$ cat src/rtl/sata_shadow_pkg.sv
package sata_shadow_pkg;
  typedef enum logic [1:0] {
    FK_NONE = 2'd0,
    FK_D2H  = 2'd1,
    FK_PIO  = 2'd2,
    FK_SDB  = 2'd3
  } fis_kind_e;

  localparam int BSY_POS  = 7;
  localparam int DRDY_POS = 6;
  localparam int DEV_POS  = 4;
  localparam int DRQ_POS  = 3;
endpackage

$ cat src/rtl/shadow_status_unit.sv
module shadow_status_unit
  import sata_shadow_pkg::*;
#(
  parameter int           DW         = 8,
  parameter logic [DW-1:0] RST_STATUS = 8'h80
) (
  input  logic          clk,
  input  logic          rst_n,
  input  logic [1:0]    fis_kind,
  input  logic [DW-1:0] fis_status,
  input  logic [DW-1:0] fis_error,
  input  logic [DW-1:0] fis_device,
  input  logic [DW-1:0] fis_estatus,
  input  logic          pio_done,
  input  logic          dev_wr,
  input  logic [DW-1:0] dev_wdata,
  input  logic          cmd_set_bsy,
  output logic [DW-1:0] status_q,
  output logic [DW-1:0] error_q,
  output logic [DW-1:0] device_q,
  output logic          seen_q
);
  // bits a set-device-bits frame must leave alone
  localparam logic [DW-1:0] SDB_KEEP = DW'((1 << BSY_POS) | (1 << DRQ_POS));

  logic [DW-1:0] status_d, error_d, device_d, pend_q, pend_d;
  logic          seen_d, pend_v_q, pend_v_d;
  logic [DW-1:0] sdb_merge;

  genvar gi;
  generate
    for (gi = 0; gi < DW; gi++) begin : g_sdb
      if (SDB_KEEP[gi]) begin : g_keep
        assign sdb_merge[gi] = status_q[gi];
      end else begin : g_take
        assign sdb_merge[gi] = fis_status[gi];
      end
    end
  endgenerate

  always_comb begin
    status_d = status_q;
    error_d  = error_q;
    device_d = device_q;
    pend_d   = pend_q;
    pend_v_d = pend_v_q;
    seen_d   = seen_q;
    if (pio_done && pend_v_q) begin
      status_d = pend_q;
      pend_v_d = 1'b0;
    end
    unique case (fis_kind_e'(fis_kind))
      FK_D2H: begin
        status_d = fis_status;
        error_d  = fis_error;
        device_d = fis_device;
        pend_v_d = 1'b0;
        seen_d   = 1'b1;
      end
      FK_PIO: if (seen_q) begin
        status_d = fis_status;
        error_d  = fis_error;
        device_d = fis_device;
        pend_d   = fis_estatus;
        pend_v_d = 1'b1;
      end
      FK_SDB: if (seen_q) begin
        status_d = sdb_merge;
        error_d  = fis_error;
      end
      default: ;
    endcase
    if (dev_wr) device_d = dev_wdata;
    if (cmd_set_bsy) status_d[BSY_POS] = 1'b1;
  end

  always_ff @(posedge clk or negedge rst_n) begin
    if (!rst_n) begin
      status_q <= RST_STATUS;
      error_q  <= '0;
      device_q <= '0;
      pend_q   <= '0;
      pend_v_q <= 1'b0;
      seen_q   <= 1'b0;
    end else begin
      status_q <= status_d;
      error_q  <= error_d;
      device_q <= device_d;
      pend_q   <= pend_d;
      pend_v_q <= pend_v_d;
      seen_q   <= seen_d;
    end
  end
endmodule

$ cat src/rtl/shadow_sw_port.sv
module shadow_sw_port
  import sata_shadow_pkg::*;
#(
  parameter int                DW         = 8,
  parameter int                AW         = 3,
  parameter logic [AW-1:0]     ADDR_DEV   = 3'd6,
  parameter logic [AW-1:0]     ADDR_CMD   = 3'd7,
  parameter logic [DW-1:0]     DEVRST_CMD = 8'h08
) (
  input  logic          clk,
  input  logic          rst_n,
  input  logic          sw_wr,
  input  logic [AW-1:0] sw_addr,
  input  logic [DW-1:0] sw_wdata,
  input  logic          fis_busy_cycle,
  input  logic          bsy,
  input  logic          dev_sel,
  output logic          dev_wr,
  output logic          cmd_set_bsy,
  output logic          tx_en_q,
  output logic [DW-1:0] cmd_q
);
  logic          wr_ok, is_rst, cmd_acc, tx_d;
  logic [DW-1:0] cmd_d;

  always_comb begin
    wr_ok       = sw_wr && !fis_busy_cycle;
    is_rst      = (sw_wdata == DEVRST_CMD);
    dev_wr      = wr_ok && (sw_addr == ADDR_DEV) && !bsy;
    cmd_acc     = wr_ok && (sw_addr == ADDR_CMD) && (!bsy || is_rst);
    cmd_set_bsy = cmd_acc;
    tx_d        = cmd_acc && !dev_sel;
    cmd_d       = cmd_acc ? sw_wdata : cmd_q;
  end

  always_ff @(posedge clk or negedge rst_n) begin
    if (!rst_n) begin
      tx_en_q <= 1'b0;
      cmd_q   <= '0;
    end else begin
      tx_en_q <= tx_d;
      cmd_q   <= cmd_d;
    end
  end
endmodule

$ cat src/rtl/shadow_irq_unit.sv
module shadow_irq_unit #(
  parameter int            AW       = 3,
  parameter logic [AW-1:0] ADDR_CMD = 3'd7
) (
  input  logic          clk,
  input  logic          rst_n,
  input  logic          fis_any,
  input  logic          fis_irq,
  input  logic          sw_rd,
  input  logic [AW-1:0] sw_addr,
  output logic          irq_q
);
  logic irq_d, set_c, clr_c;

  always_comb begin
    set_c = fis_any && fis_irq;
    clr_c = sw_rd && (sw_addr == ADDR_CMD);
    irq_d = set_c || (irq_q && !clr_c);
  end

  always_ff @(posedge clk or negedge rst_n) begin
    if (!rst_n) irq_q <= 1'b0;
    else        irq_q <= irq_d;
  end
endmodule

$ cat src/rtl/sata_shadow_regs.sv
module sata_shadow_regs
  import sata_shadow_pkg::*;
#(
  parameter int            DW         = 8,
  parameter int            AW         = 3,
  parameter logic [AW-1:0] ADDR_DEV   = 3'd6,
  parameter logic [AW-1:0] ADDR_CMD   = 3'd7,
  parameter logic [DW-1:0] DEVRST_CMD = 8'h08,
  parameter logic [DW-1:0] RST_STATUS = 8'h80
) (
  input  logic          clk,
  input  logic          rst_n,
  input  logic [1:0]    fis_kind,
  input  logic [DW-1:0] fis_status,
  input  logic [DW-1:0] fis_error,
  input  logic [DW-1:0] fis_device,
  input  logic [DW-1:0] fis_estatus,
  input  logic          fis_irq,
  input  logic          pio_done,
  input  logic          sw_wr,
  input  logic          sw_rd,
  input  logic [AW-1:0] sw_addr,
  input  logic [DW-1:0] sw_wdata,
  output logic [DW-1:0] status_o,
  output logic [DW-1:0] error_o,
  output logic [DW-1:0] device_o,
  output logic [DW-1:0] cmd_o,
  output logic          tx_en_o,
  output logic          irq_pend_o
);
  logic fis_any, dev_wr, cmd_set_bsy, seen_w;

  assign fis_any = (fis_kind != 2'd0);

  shadow_status_unit #(.DW(DW), .RST_STATUS(RST_STATUS)) u_stat (
    .clk, .rst_n, .fis_kind, .fis_status, .fis_error, .fis_device,
    .fis_estatus, .pio_done, .dev_wr, .dev_wdata(sw_wdata), .cmd_set_bsy,
    .status_q(status_o), .error_q(error_o), .device_q(device_o),
    .seen_q(seen_w)
  );

  shadow_sw_port #(.DW(DW), .AW(AW), .ADDR_DEV(ADDR_DEV), .ADDR_CMD(ADDR_CMD),
                   .DEVRST_CMD(DEVRST_CMD)) u_sw (
    .clk, .rst_n, .sw_wr, .sw_addr, .sw_wdata, .fis_busy_cycle(fis_any),
    .bsy(status_o[BSY_POS]), .dev_sel(device_o[DEV_POS]), .dev_wr,
    .cmd_set_bsy, .tx_en_q(tx_en_o), .cmd_q(cmd_o)
  );

  shadow_irq_unit #(.AW(AW), .ADDR_CMD(ADDR_CMD)) u_irq (
    .clk, .rst_n, .fis_any, .fis_irq, .sw_rd, .sw_addr, .irq_q(irq_pend_o)
  );
endmodule

$ cat config.mk
export PLATFORM = sky130hd
export DESIGN_NAME = sata_shadow_regs
export DESIGN_NICKNAME = d
export VERILOG_FILES = /design/src/rtl/sata_shadow_pkg.sv /design/src/rtl/shadow_status_unit.sv /design/src/rtl/shadow_sw_port.sv /design/src/rtl/shadow_irq_unit.sv /design/src/rtl/sata_shadow_regs.sv
export SDC_FILE = /design/constraint.sdc
export NUM_CORES = 1
export LEC_CHECK = 0
export CAP_MARGIN = 30
export CORE_MARGIN = 2
export CORE_UTILIZATION = 44
export CTS_BUF_LIST = sky130_fd_sc_hd__clkbuf_8
export DETAILED_ROUTE_END_ITERATION = 7
export HOLD_SLACK_MARGIN = 0.02
export PLACE_DENSITY = 0.94
export REMOVE_ABC_BUFFERS = 1
export SYNTH_ARGS = -nofsm -noshare
export SYNTH_HDL_FRONTEND = slang
export SYNTH_SLANG_ARGS = --single-unit
$ cat constraint.sdc
create_clock -name clk -period 1.8 [get_ports clk]
set_input_delay 0.27 -clock clk [delete_from_list [all_inputs] [get_ports clk]]
set_output_delay 0.27 -clock clk [all_outputs]
set_load 0.02 [all_outputs]
==> run_results.csv, run 1 <==
group,metric,value,unit
timing,fin_crit_sh,96.0,%
synthesis,postSynthCellCount,164,
timing,drv_slew,0,
clock_tree,clock_latency,0.30,ns
worst_hold_path,worstHoldStart,"u_stat.device_q[4]",
timing,max_freq,0.579,GHz
job,maxCapViolCount,0,
timing,skew,0.00547,ns
layout,fin_nets,335,
worst_setup_path,worst_path_most_repeated_cell,"buf_4",
synthesis,synthArstFlopShare,100,%
clock_tree,post_cts_buffers,0,
synthesis,ys_types,29,
place,hpwlAfterDp,4070,um
global_routing,grt_pass1_wl,8540,um
clock_tree,path_clk_slew,0.08,ns
synthesis,synthTopCellsByArea,"dfrtp_1 (54%), mux2_2 (9.0%), mux2i_1 (7.5%)",
detailed_routing,postRouteAntennaNets,0,
clock_tree,clockRootBuffer,"clkbuf_8",
worst_hold_path,hold_depth,1,
floorplanning,die_h,71.5,um
worst_setup_path,cp_slowest_stage_delay,0.43,ns
place,dp_cells,323,
floorplanning,io_pins,85,
detailed_routing,drt_iter0_drc,122,
timing,tightestPinTransition,0.509,ns
worst_setup_path,r2r_slack,0.39,ns
place,dp_slack,-0.429,ns
timing,setup_violations,0,
worst_setup_path,crit_fanout,5,
clock_tree,htreeDepth,2,
pwr,p_total,2.65,mW
worst_setup_path,path_buf_inv,3,
timing,maxSlewHeadroom,66.1,%
floorplanning,die-area,5120,sq um
place,routabilityCongestion,0.827,
timing,hold_violations,0,
layout,fillCellCount,298,
clock_tree,cts_buffer_depth,2,
worst_setup_path,crit_required,1.98,ns
detailed_routing,drc,0,
timing,fin_crit,1.73,ns
synthesis,postSynthAreaPerCell,12.2,sq um
global_routing,grt_antenna_before_repair,0,
worst_setup_path,worstSetupPathType,"in -> reg",
detailed_routing,wl_per_cell,15.6,um
detailed_routing,post_drt_via_cell_ratio,5.14,
run_status,outcome,"completed",
floorplanning,die_width,71.5,um
timing,timing.hold.ws,0.462,ns
layout,antenna_cells,0,
clock_tree,cts_sinks,44,
timing,timing.setup.tns,0,ns
detailed_routing,wl_met3,267,um
synthesis,ys_warn_count,0,
worst_setup_path,rr_worst_depth,4,
global_routing,grt_max_degree,23,
worst_setup_path,worstSetupStartpoint,"sw_wdata[7]",
place,place.port_buffers,84,
timing,layout_setup_ws,0.0717,ns
synthesis,synth-seq-cells,44,
synthesis,synth_edf_count,0,
worst_setup_path,critPathTopFamily,"buffers and inverters",
detailed_routing,wl_met1,2100,um
detailed_routing,highest_layer,"met4",
synthesis,synthFlopType,"dfrtp_1",
global_routing,grt_pass1_vias,1825,
floorplanning,core,4380,sq um
global_routing,grt.total_usage,21.7,%
layout,drive_gt1_share,23.9,%
pwr,leakagePower,1.51,nW
worst_setup_path,cp-end-kind,"register",
worst_setup_path,worstReg2RegStart,"u_stat.status_q[7]",
global_routing,overflow,0,
clock_tree,cts_buffers,5,
worst_setup_path,cp-start-kind,"input port",
worst_setup_path,cp_data_arrival_time,1.91,ns
floorplanning,rows,24,
worst_setup_path,cp_cell_sequence,"clkdlybuf4s50_1 -> nor4_2 -> buf_4 -> nand2_1 -> a211o_1 -> buf_4 -> mux2_4",
layout,syn2layout_area_growth,60.7,%
synthesis,seq_area_frac_synth,54.9,%
detailed_routing,wirelength,5170,um
detailed_routing,drtPass1Iterations,4,
synthesis,synth_top_cell_area_share,53.6,%
floorplanning,start_util,45.8,%
pwr,power.density,822,nW/um^2
worst_setup_path,critPathSlowestCell,"clkdlybuf4s50_1",
clock_tree,cts_tree,"built",
detailed_routing,routed-wl-met2,2720,um
worst_hold_path,hold_path_class,"reg -> reg",
layout,final_cells,332,
timing,rsz0062_at_grt,"false",
synthesis,synth_top_area_cell,"dfrtp_1",
worst_setup_path,cp.depth,7,
pwr,ir_drop,0.436,mV
detailed_routing,vias,1708,
synthesis,syn-cell-area,2010,sq um
==> registers in the layout, summed over array words and instances (netlist names) <==
name             cells
u_stat.device_q      8
u_sw.cmd_q           8
u_sw.tx_en_q         1
u_stat.pend_q        8
u_irq.irq_q          1
u_stat.pend_v_q      1
u_stat.error_q       8
u_stat.status_q      8
u_stat.seen_q        1
==> path summary, 6_finish.rpt <==
check,end
max,u_sw.cmd_q[5]
min,u_sw.tx_en_q
max reg2reg,u_stat.device_q[0]
min reg2reg,u_sw.tx_en_q
max in group asynchronous,u_stat.status_q[7]
min in group asynchronous,u_stat.error_q[0]
==> worst register-to-register path: stages (launching register included) <==
cell,delay [ns]
dfstp_2,0.40
or4_1,0.55
buf_6,0.18
nor2_1,0.11
a21oi_1,0.05
==> synthesized netlist by cell type, types with 2 or more instances <==
| cell type | count |
|---|---|
| dfrtp_1 | 43 |
| mux2_2 | 16 |
| mux2i_1 | 15 |
| nand2_1 | 13 |
| a21oi_1 | 12 |
| nor2_1 | 12 |
| o21ai_0 | 10 |
| inv_1 | 8 |
| mux2_4 | 8 |
| ha_1 | 5 |
| buf_2 | 2 |
| buf_4 | 2 |
| nand3_1 | 2 |
==> metrics by stage <==
step / utilization [%] / instance area (sq um)
6_report: 73.6 / 3230
5_1_grt: 73.6 / 3230
2_1_floorplan: - / 1970
3_5_place_dp: 70.7 / 3100
4_1_cts: 73.2 / 3210
3_3_place_gp: 70.7 / 3100
==> cell families (layout without fill, tap and decap cells) <==
kind of cell | after synthesis | count (layout) | synth area share, %
AO/OA/AOI/OAI | 30 | 30 | 9.04
AND/OR/NAND/NOR | 32 | 32 | 6.98
flip-flops | 44 | 44 | 54.9
adder cells (fa/ha/maj) | 5 | 5 | 3.12
multiplexers | 39 | 39 | 22.4
buffers and inverters | 14 | 130 | 3.49
==> routing by layer <==
| metal | GRT usage, % | vias up |
|---|---|---|
| met5 | 0 | - |
| met4 | 7.13 | 0 |
| met3 | 5.20 | 7 |
| met2 | 39.0 | 51 |
| met1 | 25.5 | 849 |
| li1 | - | 801 |
==> cell usage in the layout, fill, tap and decap left out, drive strengths merged, types with 6 or more instances in the layout <==
cell / netlist / layout
clkbuf: 1 / 6
o21ai: 11 / 11
nor2: 12 / 12
mux2: 24 / 24
clkdlybuf4s50: 0 / 82
nand2: 13 / 13
a21oi: 12 / 12
buf: 5 / 30
inv: 8 / 10
dfrtp: 43 / 43
mux2i: 15 / 15
==> where the power goes <==
part           switching (mW)  internal [mW]  total (mW)
Combinational           0.347          0.471       0.818
Clock                   0.320          0.302       0.621
Sequential             0.0834           1.13        1.21
Total                   0.750           1.90        2.65
==> timing repair <==
item / in CTS / in global routing
gates resized for setup: 2 / 4
gates cloned: 0 / 0
hold buffers: 1 / 0
setup endpoints to repair: 8 / 13
pin swaps: 0 / 2
endpoints found under the hold margin: 20 / 0
==> area by class of cell <==
cell class	instances	area, sq um	area share, %
repair buffers	114	1080	33.6
clock inverters	2	7.51	0.233
well taps	52	65.1	2.02
flip-flops and latches	44	1100	34.2
clock buffers	6	82.6	2.56
multi-input cells	106	856	26.5
inverters	8	30.0	0.931
(Power assumes the default switching activity.)
==> run 2, diff against run 1 <==
CORE_UTILIZATION = 45   (was 44)
DONT_BUFFER_PORTS = 1   (was unset)
PLACE_DENSITY = 0.71   (was 0.94)
==> run_results.csv, run 2 (same netlist as run 1, synthesis figures left out) <==
group,metric,value,unit
run_status,outcome,"completed",
worst_setup_path,crit_required,1.95,ns
floorplanning,io_pins,85,
clock_tree,post_cts_resized,0,
global_routing,grt_pass1_wl,6510,um
worst_hold_path,worstHoldStart,"fis_irq",
job,maxCapViolCount,0,
layout,fillCellCount,394,
timing,hold_violations,0,
clock_tree,cts_buffers,5,
global_routing,grt.total_usage,16.4,%
global_routing,grt_busiest_layer,"met2",
global_routing,grt_use_met1,19.2,%
floorplanning,rows,24,
pwr,power.density,1040,nW/um^2
timing,layout_setup_ws,0.192,ns
pwr,leakagePower,1.05,nW
detailed_routing,drtPass1Iterations,4,
layout,syn2layout_area_growth,8.85,%
floorplanning,die_h,70.8,um
floorplanning,start_util,46.4,%
timing,drv_slew,0,
worst_setup_path,cp-start-kind,"register",
layout,fin_nets,227,
global_routing,grt_antenna_before_repair,0,
timing,rsz0062_at_grt,"false",
layout,drive_gt1_share,23.8,%
layout,multi_input_area,835,sq um
place,place.port_buffers,0,
worst_setup_path,worstSetupPathType,"reg -> reg",
pwr,p_total,2.28,mW
clock_tree,clockRootBuffer,"clkbuf_8",
global_routing,grt_max_degree,45,
worst_setup_path,cp-end-kind,"register",
detailed_routing,post_drt_via_cell_ratio,5.64,
detailed_routing,wl_per_cell,18.1,um
worst_setup_path,worstReg2RegStart,"u_stat.status_q[7]",
worst_setup_path,critPathSlowestCell,"or4_1",
clock_tree,path_clk_slew,0.08,ns
worst_hold_path,hold_path_class,"in -> reg",
clock_tree,cts_sinks,44,
timing,tightestPinTransition,0.520,ns
timing,timing.setup.tns,0,ns
clock_tree,post_cts_buffers,0,
layout,regArea,1100,sq um
timing,fin_crit_sh,89.3,%
clock_tree,htreeDepth,2,
timing,skew,0.00443,ns
floorplanning,core,4320,sq um
timing,fin_crit,1.61,ns
global_routing,overflow,0,
detailed_routing,drc,0,
detailed_routing,postRouteAntennaNets,0,
timing,max_freq,0.622,GHz
worst_setup_path,worstSetupStartpoint,"u_stat.status_q[7]",
place,hpwlAfterDp,3120,um
clock_tree,clock_latency,0.29,ns
clock_tree,ctsHoldBuffers,2,
clock_tree,cts_tree,"built",
layout,layout_common_cells,"dfrtp_1 (43), mux2_2 (16), mux2i_1 (15)",
layout,final_common_cell,"dfrtp_1",
detailed_routing,wirelength,4050,um
global_routing,globalRouteMet3Util,6.98,%
timing,maxSlewHeadroom,65.3,%
place,routabilityCongestion,0.773,
worst_setup_path,cp_cell_sequence,"or4_1 -> nor2_1 -> a21oi_1",
global_routing,met2_usage,27.6,%
worst_setup_path,crit_fanout,16,
clock_tree,cts_buffer_depth,2,
detailed_routing,vias,1264,
pwr,ir_drop,0.576,mV
worst_setup_path,cp_data_arrival_time,1.76,ns
global_routing,grt_pass1_vias,1410,
floorplanning,die-area,5010,sq um
detailed_routing,drt_iter0_drc,73,
timing,setup_violations,0,
layout,final_core_util,50.5,%
worst_setup_path,cp_slowest_stage_delay,0.79,ns
layout,antenna_cells,0,
floorplanning,die_width,70.8,um
place,dp_slack,0.0754,ns
[run 2: path summary, 6_finish.rpt]
path	to	slack [ns]	cells after the start
worst max-delay path	u_stat.device_q[6]	0.19	3
worst min-delay path	u_irq.irq_q	0.11	2
worst max register to register	u_stat.device_q[6]	0.19	3
worst min register to register	u_stat.pend_q[5]	0.52	1
max in group asynchronous	u_stat.status_q[7]	1.10	2
min in group asynchronous	u_stat.error_q[2]	0.44	2
[run 2: report_power, final]
| group | switching [mW] | internal (mW) |
|---|---|---|
| registers | 0.235 | 1.13 |
| logic | 0.124 | 0.167 |
| clock network | 0.321 | 0.306 |
[run 2: layout make-up]
type | instances | area share [%]
Clock buffer | 6 | 3.78
Sequential cell | 44 | 50.5
Tap cell | 52 | 2.98
Clock inverter | 2 | 0.458
Timing Repair Buffer | 6 | 2.75
Inverter | 8 | 1.37
Multi-Input combinational cell | 106 | 38.2
[run 2: routing by layer]
metal  vias up  wire length [um]
li1        583                 -
met1       636              1560
met2        43              2170
met3         2               301
met4         0                12
met5         -                 0
[run 2: stage by stage]
step,instance area (sq um),hold WS [ns],cells
2_1_floorplan,1970,-0.0256,158
3_3_place_gp,2060,-0.0246,214
3_5_place_dp,2060,-0.0249,214
4_1_cts,2180,0.0951,224
5_1_grt,2180,0.102,224
6_report,2180,0.105,224
[run 2: worst max-delay path, delay by kind of cell, from the launching register on]
| family | cells | cell delay, ns |
|---|---|---|
| DFF | 1 | 0.43 |
| and+or+nand+nor | 2 | 0.99 |
| AOI/OAI and AO/OA | 1 | 0.06 |
